[src/rtl/sertx_pkg.sv]
package sertx_pkg;
  localparam logic [7:0] CH_QUIET = 8'h00;  // D0.0
  localparam logic [7:0] CH_IDLE  = 8'hBC;  // K28.5 comma, idle and sync
  localparam logic [7:0] CH_COMP  = 8'hFC;  // K28.7 clock compensation
  localparam logic [7:0] CH_SOF   = 8'hFB;  // K27.7 start of packet
  localparam logic [7:0] CH_EOF   = 8'hFD;  // K29.7 end of packet

  typedef enum logic [2:0] {
    PH_RST       = 3'd0,
    PH_HOLD_LANE = 3'd1,
    PH_HOLD_RST  = 3'd2,
    PH_SYNC      = 3'd3,
    PH_RUN       = 3'd4
  } phase_t;
endpackage

[src/rtl/sertx_rst_sync.sv]
module sertx_rst_sync (
  input  logic clk,
  input  logic arst_n,
  output logic srst_n
);
  logic [1:0] stage_q;

  always_ff @(posedge clk or negedge arst_n) begin
    if (!arst_n) stage_q <= 2'b00;
    else         stage_q <= {stage_q[0], 1'b1};
  end

  assign srst_n = stage_q[1];
endmodule

[src/rtl/sertx_init_seq.sv]
module sertx_init_seq
  import sertx_pkg::*;
#(
  parameter int LANES    = 4,
  parameter int RST_HOLD = 3,
  parameter int SYNC_LEN = 128
) (
  input  logic   clk,
  input  logic   rst_n,
  output phase_t phase
);
  localparam int LANE_HOLD = LANES + 2;
  localparam int MAX_A     = (LANE_HOLD > RST_HOLD) ? LANE_HOLD : RST_HOLD;
  localparam int MAX_CNT   = (MAX_A > SYNC_LEN) ? MAX_A : SYNC_LEN;
  localparam int CW        = $clog2(MAX_CNT + 1);

  phase_t        phase_q, phase_d;
  logic [CW-1:0] cnt_q, cnt_d;

  always_comb begin
    phase_d = phase_q;
    cnt_d   = cnt_q + CW'(1);
    unique case (phase_q)
      PH_RST: begin
        phase_d = PH_HOLD_LANE;
        cnt_d   = '0;
      end
      PH_HOLD_LANE: if (cnt_q == CW'(LANE_HOLD - 1)) begin
        phase_d = PH_HOLD_RST;
        cnt_d   = '0;
      end
      PH_HOLD_RST: if (cnt_q == CW'(RST_HOLD - 1)) begin
        phase_d = PH_SYNC;
        cnt_d   = '0;
      end
      PH_SYNC: if (cnt_q == CW'(SYNC_LEN - 1)) begin
        phase_d = PH_RUN;
        cnt_d   = '0;
      end
      default: begin
        phase_d = PH_RUN;
        cnt_d   = '0;
      end
    endcase
  end

  always_ff @(posedge clk or negedge rst_n) begin
    if (!rst_n) begin
      phase_q <= PH_RST;
      cnt_q   <= '0;
    end else begin
      phase_q <= phase_d;
      cnt_q   <= cnt_d;
    end
  end

  assign phase = phase_q;


  phase_order_chk: assert property (@(posedge clk) disable iff (!rst_n)
    (phase_q != $past(phase_q)) |-> (3'(phase_q) == 3'($past(phase_q)) + 3'd1));


  run_sticky_chk: assert property (@(posedge clk) disable iff (!rst_n)
    (phase_q == PH_RUN) |=> (phase_q == PH_RUN));
endmodule

[src/rtl/sertx_cc_timer.sv]
module sertx_cc_timer #(
  parameter int PERIOD = 5000,
  parameter int BURST  = 12
) (
  input  logic clk,
  input  logic rst_n,
  input  logic run,
  output logic cc_now
);
  localparam int PW = $clog2(PERIOD + 1);
  localparam int BW = $clog2(BURST + 1);

  logic          burst_q, burst_d;
  logic [PW-1:0] per_q, per_d;
  logic [BW-1:0] bcnt_q, bcnt_d;

  always_comb begin
    burst_d = burst_q;
    per_d   = per_q;
    bcnt_d  = bcnt_q;
    if (run) begin
      if (!burst_q) begin
        if (per_q == PW'(PERIOD - 1)) begin
          burst_d = 1'b1;
          per_d   = '0;
        end else begin
          per_d = per_q + PW'(1);
        end
      end else begin
        if (bcnt_q == BW'(BURST - 1)) begin
          burst_d = 1'b0;
          bcnt_d  = '0;
        end else begin
          bcnt_d = bcnt_q + BW'(1);
        end
      end
    end
  end

  always_ff @(posedge clk or negedge rst_n) begin
    if (!rst_n) begin
      burst_q <= 1'b0;
      per_q   <= '0;
      bcnt_q  <= '0;
    end else begin
      burst_q <= burst_d;
      per_q   <= per_d;
      bcnt_q  <= bcnt_d;
    end
  end

  assign cc_now = burst_q;


  burst_len_chk: assert property (@(posedge clk) disable iff (!rst_n)
    $fell(burst_q) |-> ($past(bcnt_q) == BW'(BURST - 1)));


  burst_start_chk: assert property (@(posedge clk) disable iff (!rst_n)
    $rose(burst_q) |-> ($past(per_q) == PW'(PERIOD - 1)));
endmodule

[src/rtl/sertx_frame_mux.sv]
module sertx_frame_mux
  import sertx_pkg::*;
(
  input  logic       clk,
  input  logic       rst_n,
  input  phase_t     phase,
  input  logic       cc_now,
  input  logic       fifo_empty,
  input  logic [7:0] fifo_data,
  input  logic       fifo_last,
  output logic       fifo_rd,
  output logic [7:0] tx_char,
  output logic       tx_is_k
);
  logic       in_frame_q, in_frame_d;
  logic       eof_pend_q, eof_pend_d;
  logic [7:0] char_q, char_d;
  logic       k_q, k_d;
  logic       run;

  assign run = (phase == PH_RUN);

  always_comb begin
    in_frame_d = in_frame_q;
    eof_pend_d = eof_pend_q;
    fifo_rd    = 1'b0;
    char_d     = CH_IDLE;
    k_d        = 1'b1;
    if (!run) begin
      if (phase == PH_SYNC) begin
        char_d = CH_IDLE;
        k_d    = 1'b1;
      end else begin
        char_d = CH_QUIET;
        k_d    = 1'b0;
      end
    end else if (cc_now) begin
      char_d = CH_COMP;
    end else if (eof_pend_q) begin
      char_d     = CH_EOF;
      eof_pend_d = 1'b0;
      in_frame_d = 1'b0;
    end else if (!in_frame_q) begin
      if (!fifo_empty) begin
        char_d     = CH_SOF;
        in_frame_d = 1'b1;
      end
    end else if (!fifo_empty) begin
      char_d     = fifo_data;
      k_d        = 1'b0;
      fifo_rd    = 1'b1;
      eof_pend_d = fifo_last;
    end
  end

  always_ff @(posedge clk or negedge rst_n) begin
    if (!rst_n) begin
      in_frame_q <= 1'b0;
      eof_pend_q <= 1'b0;
      char_q     <= CH_QUIET;
      k_q        <= 1'b0;
    end else begin
      in_frame_q <= in_frame_d;
      eof_pend_q <= eof_pend_d;
      char_q     <= char_d;
      k_q        <= k_d;
    end
  end

  assign tx_char = char_q;
  assign tx_is_k = k_q;


  no_underflow_chk: assert property (@(posedge clk) disable iff (!rst_n)
    fifo_rd |-> !fifo_empty);


  rd_data_chk: assert property (@(posedge clk) disable iff (!rst_n)
    fifo_rd |=> !tx_is_k);


  cc_out_chk: assert property (@(posedge clk) disable iff (!rst_n)
    (run && cc_now) |=> (tx_is_k && tx_char == CH_COMP));


  eof_close_chk: assert property (@(posedge clk) disable iff (!rst_n)
    (tx_is_k && tx_char == CH_EOF) |-> !in_frame_q);
endmodule

[src/rtl/sertx_framer.sv]
module sertx_framer
  import sertx_pkg::*;
#(
  parameter int LANES     = 4,
  parameter int RST_HOLD  = 3,
  parameter int SYNC_LEN  = 128,
  parameter int CC_PERIOD = 5000,
  parameter int CC_LEN    = 12
) (
  input  logic       clk,
  input  logic       rst_n,
  input  logic       fifo_empty,
  input  logic [7:0] fifo_data,
  input  logic       fifo_last,
  output logic       fifo_rd,
  output logic [7:0] tx_char,
  output logic       tx_is_k
);
  logic   srst_n;
  phase_t phase;
  logic   cc_now;

  sertx_rst_sync u_rst (
    .clk    (clk),
    .arst_n (rst_n),
    .srst_n (srst_n)
  );

  sertx_init_seq #(
    .LANES    (LANES),
    .RST_HOLD (RST_HOLD),
    .SYNC_LEN (SYNC_LEN)
  ) u_init (
    .clk   (clk),
    .rst_n (srst_n),
    .phase (phase)
  );

  sertx_cc_timer #(
    .PERIOD (CC_PERIOD),
    .BURST  (CC_LEN)
  ) u_cc (
    .clk    (clk),
    .rst_n  (srst_n),
    .run    (phase == PH_RUN),
    .cc_now (cc_now)
  );

  sertx_frame_mux u_mux (
    .clk        (clk),
    .rst_n      (srst_n),
    .phase      (phase),
    .cc_now     (cc_now),
    .fifo_empty (fifo_empty),
    .fifo_data  (fifo_data),
    .fifo_last  (fifo_last),
    .fifo_rd    (fifo_rd),
    .tx_char    (tx_char),
    .tx_is_k    (tx_is_k)
  );
endmodule

[config.mk]
export PLATFORM = sky130hd
export DESIGN_NAME = sertx_framer
export DESIGN_NICKNAME = d
export VERILOG_FILES = /design/src/rtl/sertx_pkg.sv /design/src/rtl/sertx_rst_sync.sv /design/src/rtl/sertx_init_seq.sv /design/src/rtl/sertx_cc_timer.sv /design/src/rtl/sertx_frame_mux.sv /design/src/rtl/sertx_framer.sv
export SDC_FILE = /design/constraint.sdc
export NUM_CORES = 1
export LEC_CHECK = 0
export BUFFER_PORTS_ARGS = -buffer_cell sky130_fd_sc_hd__buf_2
export CORE_ASPECT_RATIO = 0.6
export CORE_UTILIZATION = 30
export DETAILED_ROUTE_END_ITERATION = 6
export PLACE_DENSITY = 0.56
export SLEW_MARGIN = 20
export SYNTH_ARGS = -nofsm -noshare
export SYNTH_HDL_FRONTEND = slang
export SYNTH_SLANG_ARGS = --single-unit
[constraint.sdc]
create_clock -name clk -period 1.3 [get_ports clk]
set_input_delay 0.26 -clock clk [delete_from_list [all_inputs] [get_ports clk]]
set_output_delay 0.26 -clock clk [all_outputs]
set_load 0.005 [all_outputs]
# Word level (Yosys, flattened, before mapping)
# Cells that the tools add are included.
# op_classes
n_addsub	3
eq_ne	12
n_bitwise	1
n_reduce_logical	4
mux	36
# op_table
op	n
2-to-1 mux 8 bit	9
one-hot mux 8 bit (3 select lines)	1
2-to-1 mux 1 bit	19
adder 13 x 1 -> 13 bit (second input constant)	1
== test 13 bit (second input constant)	1
2-to-1 mux 13 bit	1
one-hot mux 3 bit (4 select lines)	1
2-to-1 mux 3 bit	3
adder 8 x 1 -> 8 bit (second input constant)	1
== test 8 x 2 -> 1 bit (second input constant)	1
== test 8 x 3 -> 1 bit (second input constant)	1
== test 8 x 7 -> 1 bit (second input constant)	1
2-to-1 mux 7 bit	1
== test 3 x 2 -> 1 bit (second input constant)	2
inequality test 2 x 1 -> 1 bit (second input constant)	3
adder 4 x 1 -> 4 bit (second input constant)	1
== test 4 bit (second input constant)	1
2-to-1 mux 4 bit	1
AND reduction 2 bit	2
== test 3 x 1 -> 1 bit (second input constant)	1
== test 3 bit (second input constant)	1
logical NOT 3 bit	1
AND reduction 3 bit	1
inverter 1 bit	1
# totals
in_bits	12
ff_bits	42
output_inout_bits	10
elab_cells	66

# Logic depth before layout (Yosys ltp)
# depth
word_depth	5
mapped_depth	6
ltp_nobuf	6

# By module
# A second synthesis with hierarchy kept.
# unflattened
cells_unflattened	190
hier_area_um2	2080.7
# by_module_without_submodules
module	area_per_inst_um2	instances	cells_per_inst	seq_area_each_um2
sertx_cc_timer	913.4	1	86	450.4
sertx_init_seq	630.6	1	57	275.3
sertx_frame_mux	470.5	1	43	275.3
sertx_rst_sync	53.8	1	3	50.0
sertx_framer	12.5	1	1	0.0

# Worst setup path before layout
# Ideal clock, no wire load.
# synth_timing
kind	register to register
from	reg u_init.phase_q[0] (netlist: u_init.phase[0])
to	reg u_cc.per_q[9]
setup_time_ns	0.127
stages_incl_launch_ff	7
required_time_ns	1.173
path_slack_ns	-0.435
n_path_buf	2
arrival_ns	1.607
period_less_slack_ns	1.735
cell_sequence	dfrtp_1 > buf_6 > or4b_4 > buf_6 > nor4_4 > xnor2_1 > nor2_2
# synth_via
elab_chain_len	2
# synth_rtl
item	line	rtl
from (decl)	sertx_init_seq.sv:17	phase_t phase_q, phase_d;
from (signal assigned)	sertx_init_seq.sv:52	phase_q <= phase_d;
== test 3 bit	sertx_framer.sv:45	.run (phase == PH_RUN),
AND reduction 2 bit (no line)	--	
to (signal assigned)	sertx_cc_timer.sv:47	per_q <= per_d;
to (decl)	sertx_cc_timer.sv:14	logic [PW-1:0] per_q, per_d;
# Every way passes these cells.
# A chain may end at the register's enable or synchronous reset.

# Worst setup path after layout
# layout_timing
from	reg u_init.phase_q[1] (netlist: u_init.phase[1])
to	out fifo_rd
# layout_via
elab_chain_len	2
# layout_rtl
item	line	rtl
== test 3 bit	sertx_frame_mux.sv:21	assign run = (phase == PH_RUN);
2-to-1 mux 1 bit	sertx_frame_mux.sv:29	if (!run) begin
to (decl)	sertx_framer.sv:15	output logic fifo_rd,
# Every way passes these cells.

==> results.toml <==
[run_status]
status = "finished, violations left"
violations = "setup timing"

[synth]
synth_top_area_cell = "dfrtp_1"
synthArstFlopShare_pct = 100
ys.flop_type = "dfrtp_1"
synth.cell_area_sq_um = 2010
netlist_instances = 191
synth.distinct_cells = 42
synth_seq_cells = 42
yosysWarnings = 0
syn_nets = 208
synth_top_cells_by_area = "dfrtp_1 (52%), xnor2_1 (5.2%), nand2_1 (3.9%)"
synth_commonest_cells = "dfrtp_1 (42), nand2_1 (21), nor2_1 (16)"
synth_edf_count = 0
yosysSeqAreaShare_pct = 52.2
synth.most_common_cell = "dfrtp_1"
netlist.area_leader.share_pct = 52.2
synth_area_per_cell_sq_um = 10.5

[finish]
drive_gt1_share_pct = 52.5
fin_util_pct = 49.4
layout.nets = 294
n_fill_cell = 554
syn_to_final_growth_pct = 54.7
fin_cells = 362
diodes = 0

[global_route]
antenna_found_initial = 0
first_global_vias = 1720
grt_overflow = 0
grt.total_usage_pct = 15.6
grt_max_degree = 35
grt_pass1_wl_um = 8200

[power]
p_total_mw = 2.30
pwr-share-clk_pct = 39.5
p_int_mw = 1.77
seq_power_share_pct = 57.3
power_leakage_nw = 1.51
pwr-share-comb_pct = 3.2
powerDensity_nw_per_um2 = 739
ir_drop_uv = 504
switching_share_pct = 23.1
power.switching_mw = 0.532

[placement]
place_inst = 336
place_hpwl_um = 3080
numPortBuffers = 21
place_congestion = 0.777

[setup_path]
crit_path_cell_trace = "buf_6 > nor3b_4 > and3_4 > buf_6"
worst_ep_arrival_time_ps = 1400
r2r-end = "u_cc.per_q[12]$_DFFE_PN0P_"
endpoint_kind = "output pin"
critPathKind = "register to output pin"
required_ps = 1040
critPathLaunch = "u_init.phase[1]$_DFFE_PN0P_"
crit_top_cell = "buf_6"
cp_slowest_stage_delay_ps = 400
r2r_cells = 6
worst-path-max-fanout = 5
slowest_stage = "dfrtp_1"
reg2reg_slack_ps = -360
rr_startpoint = "u_init.phase[1]$_DFFE_PN0P_"
critPathLaunchType = "register"

[sta]
finalSetupViolations = 39
final.period_utilization_pct = 128
fmax_mhz = 601
layout_setup_ws_ps = -364
slew_violations = 0
hold_ws_ps = 134
tns_ps = -9080
grt_setup_unrepaired = "true"
final.setup_skew_ps = 3.43
min_period_ps = 1660
finalHoldViolCount = 0

[floorplan]
die_h_um = 65.5
start_util_pct = 32.0
dieArea_sq_um = 7060
core_sq_um = 6300
num_io_pins = 22
die_w_um = 108
rows = 22

[detailed_routing]
top_layer = "met4"
drc = 0
vias_per_cell = 4.68
wl_met2_um = 2340
vias = 1693
wl_per_cell_um = 14.4
wl_met1_um = 2570
ant_nets = 0
wl_um = 5220
firstDrtPassIters = 4
wl_met3_um = 215
drtIter0Drc = 80

[cts]
cts.clk_slew.worst_paths_ps = 80
cts_root_buf = "clkbuf_8"
clk_latency_ps = 310
numCtsBuffers = 5
cts_tree = "yes"
cts_sinks = 42
htreeDepth = 2
clockBufferDepth = 2

[worst_hold_path]
worst_hold_path_type = "register to async pin"

[job]
max_cap_viol_count = 0
## power groups by stage
stage               clock [mW]  combinational (mW)  sequential, mW
global route              1.01              0.0838            1.32
detailed placement           0              0.0637            1.34
floorplan                    0              0.0102            1.36
global placement             0              0.0638            1.34
CTS                      0.926              0.0711            1.32
finish                   0.910              0.0732            1.32
## area by class of cell
type	instances	area (sq um)	share of cell area [%]
Multi-Input combinational cell	134	1150	37.0
Sequential cell	42	1050	33.8
Timing Repair Buffer	85	679	21.8
Tap cell	84	105	3.37
Inverter	9	33.8	1.08
Clock buffer	7	86.3	2.77
Clock inverter	1	5.00	0.161
## through the flow
stage	setup slack, ps	area, sq um
after floorplan	-407	2040
after global placement	-314	2560
after detailed placement	-323	2560
after CTS	-368	2890
after global routing	-431	3120
final	-364	3120
## worst max-delay path, delay by kind of cell, from the launching register on
kind	cells	cell delay [ps]
flops	1	400
buf+inv	2	230
simple gates	2	460
## state kept, by name, summed over array words and instances (netlist names)
signal,count
u_mux.in_frame_q,1
u_mux.tx_char,8
u_cc.per_q,13
u_mux.eof_pend_q,1
u_rst.stage_q,2
u_init.cnt_q,8
u_cc.bcnt_q,4
u_init.phase,3
u_cc.cc_now,1
u_mux.tx_is_k,1
## cell families (layout without fill, tap and decap cells)
family / Yosys count / count (layout) / share of synthesized area, %
xor+xnor: 16 / 16 / 6.96
buf+inv: 15 / 102 / 3.79
mux: 3 / 3 / 1.61
flops: 42 / 42 / 52.2
other cells: 1 / 1 / 0.186
simple gates: 74 / 74 / 20.7
fa+ha+maj: 5 / 5 / 3.11
compound gates: 35 / 35 / 11.5
## routing by layer
layer,up-vias,track usage [%]
met2,26,21.5
met3,8,5.06
met5,-,0
met4,0,7.19
li1,835,-
met1,824,22.0
## layout by cell type (no fill, tap or decap), types with 3 or more instances in the layout
master / n
buf_4: 45
dfrtp_1: 41
buf_2: 20
buf_6: 17
nand2_1: 12
xnor2_1: 11
inv_1: 9
nor2_1: 8
a21oi_2: 7
a21o_1: 7
nand3_1: 6
nand2_2: 6
clkbuf_8: 6
nor2_4: 5
nand3_2: 4
nor2_2: 4
xor2_1: 4
ha_1: 4
a21oi_1: 3
nand2_4: 3
o21ai_1: 3
nand4_1: 3
## timing repair
| item | in CTS | in global routing |
|---|---|---|
| pin swaps | 17 | 18 |
| gates resized for setup | 36 | 44 |
| hold endpoints to repair | 2 | 0 |
| endpoints found under the setup margin | 38 | 41 |
| hold buffers | 1 | 0 |
| setup buffers | 11 | 13 |
## worst max path at each step
stage                                       endpoint  slack (ps)  cells past startpoint
after floorplan            u_cc.per_q[8]$_DFFE_PN0P_        -410                      6
after global placement    u_cc.per_q[11]$_DFFE_PN0P_        -310                      4
after detailed placement  u_cc.per_q[11]$_DFFE_PN0P_        -320                      4
after CTS                                    fifo_rd        -370                      5
after global routing                         fifo_rd        -430                      4
final                                        fifo_rd        -360                      4
Note: power is estimated with default switching activity, not from simulation.
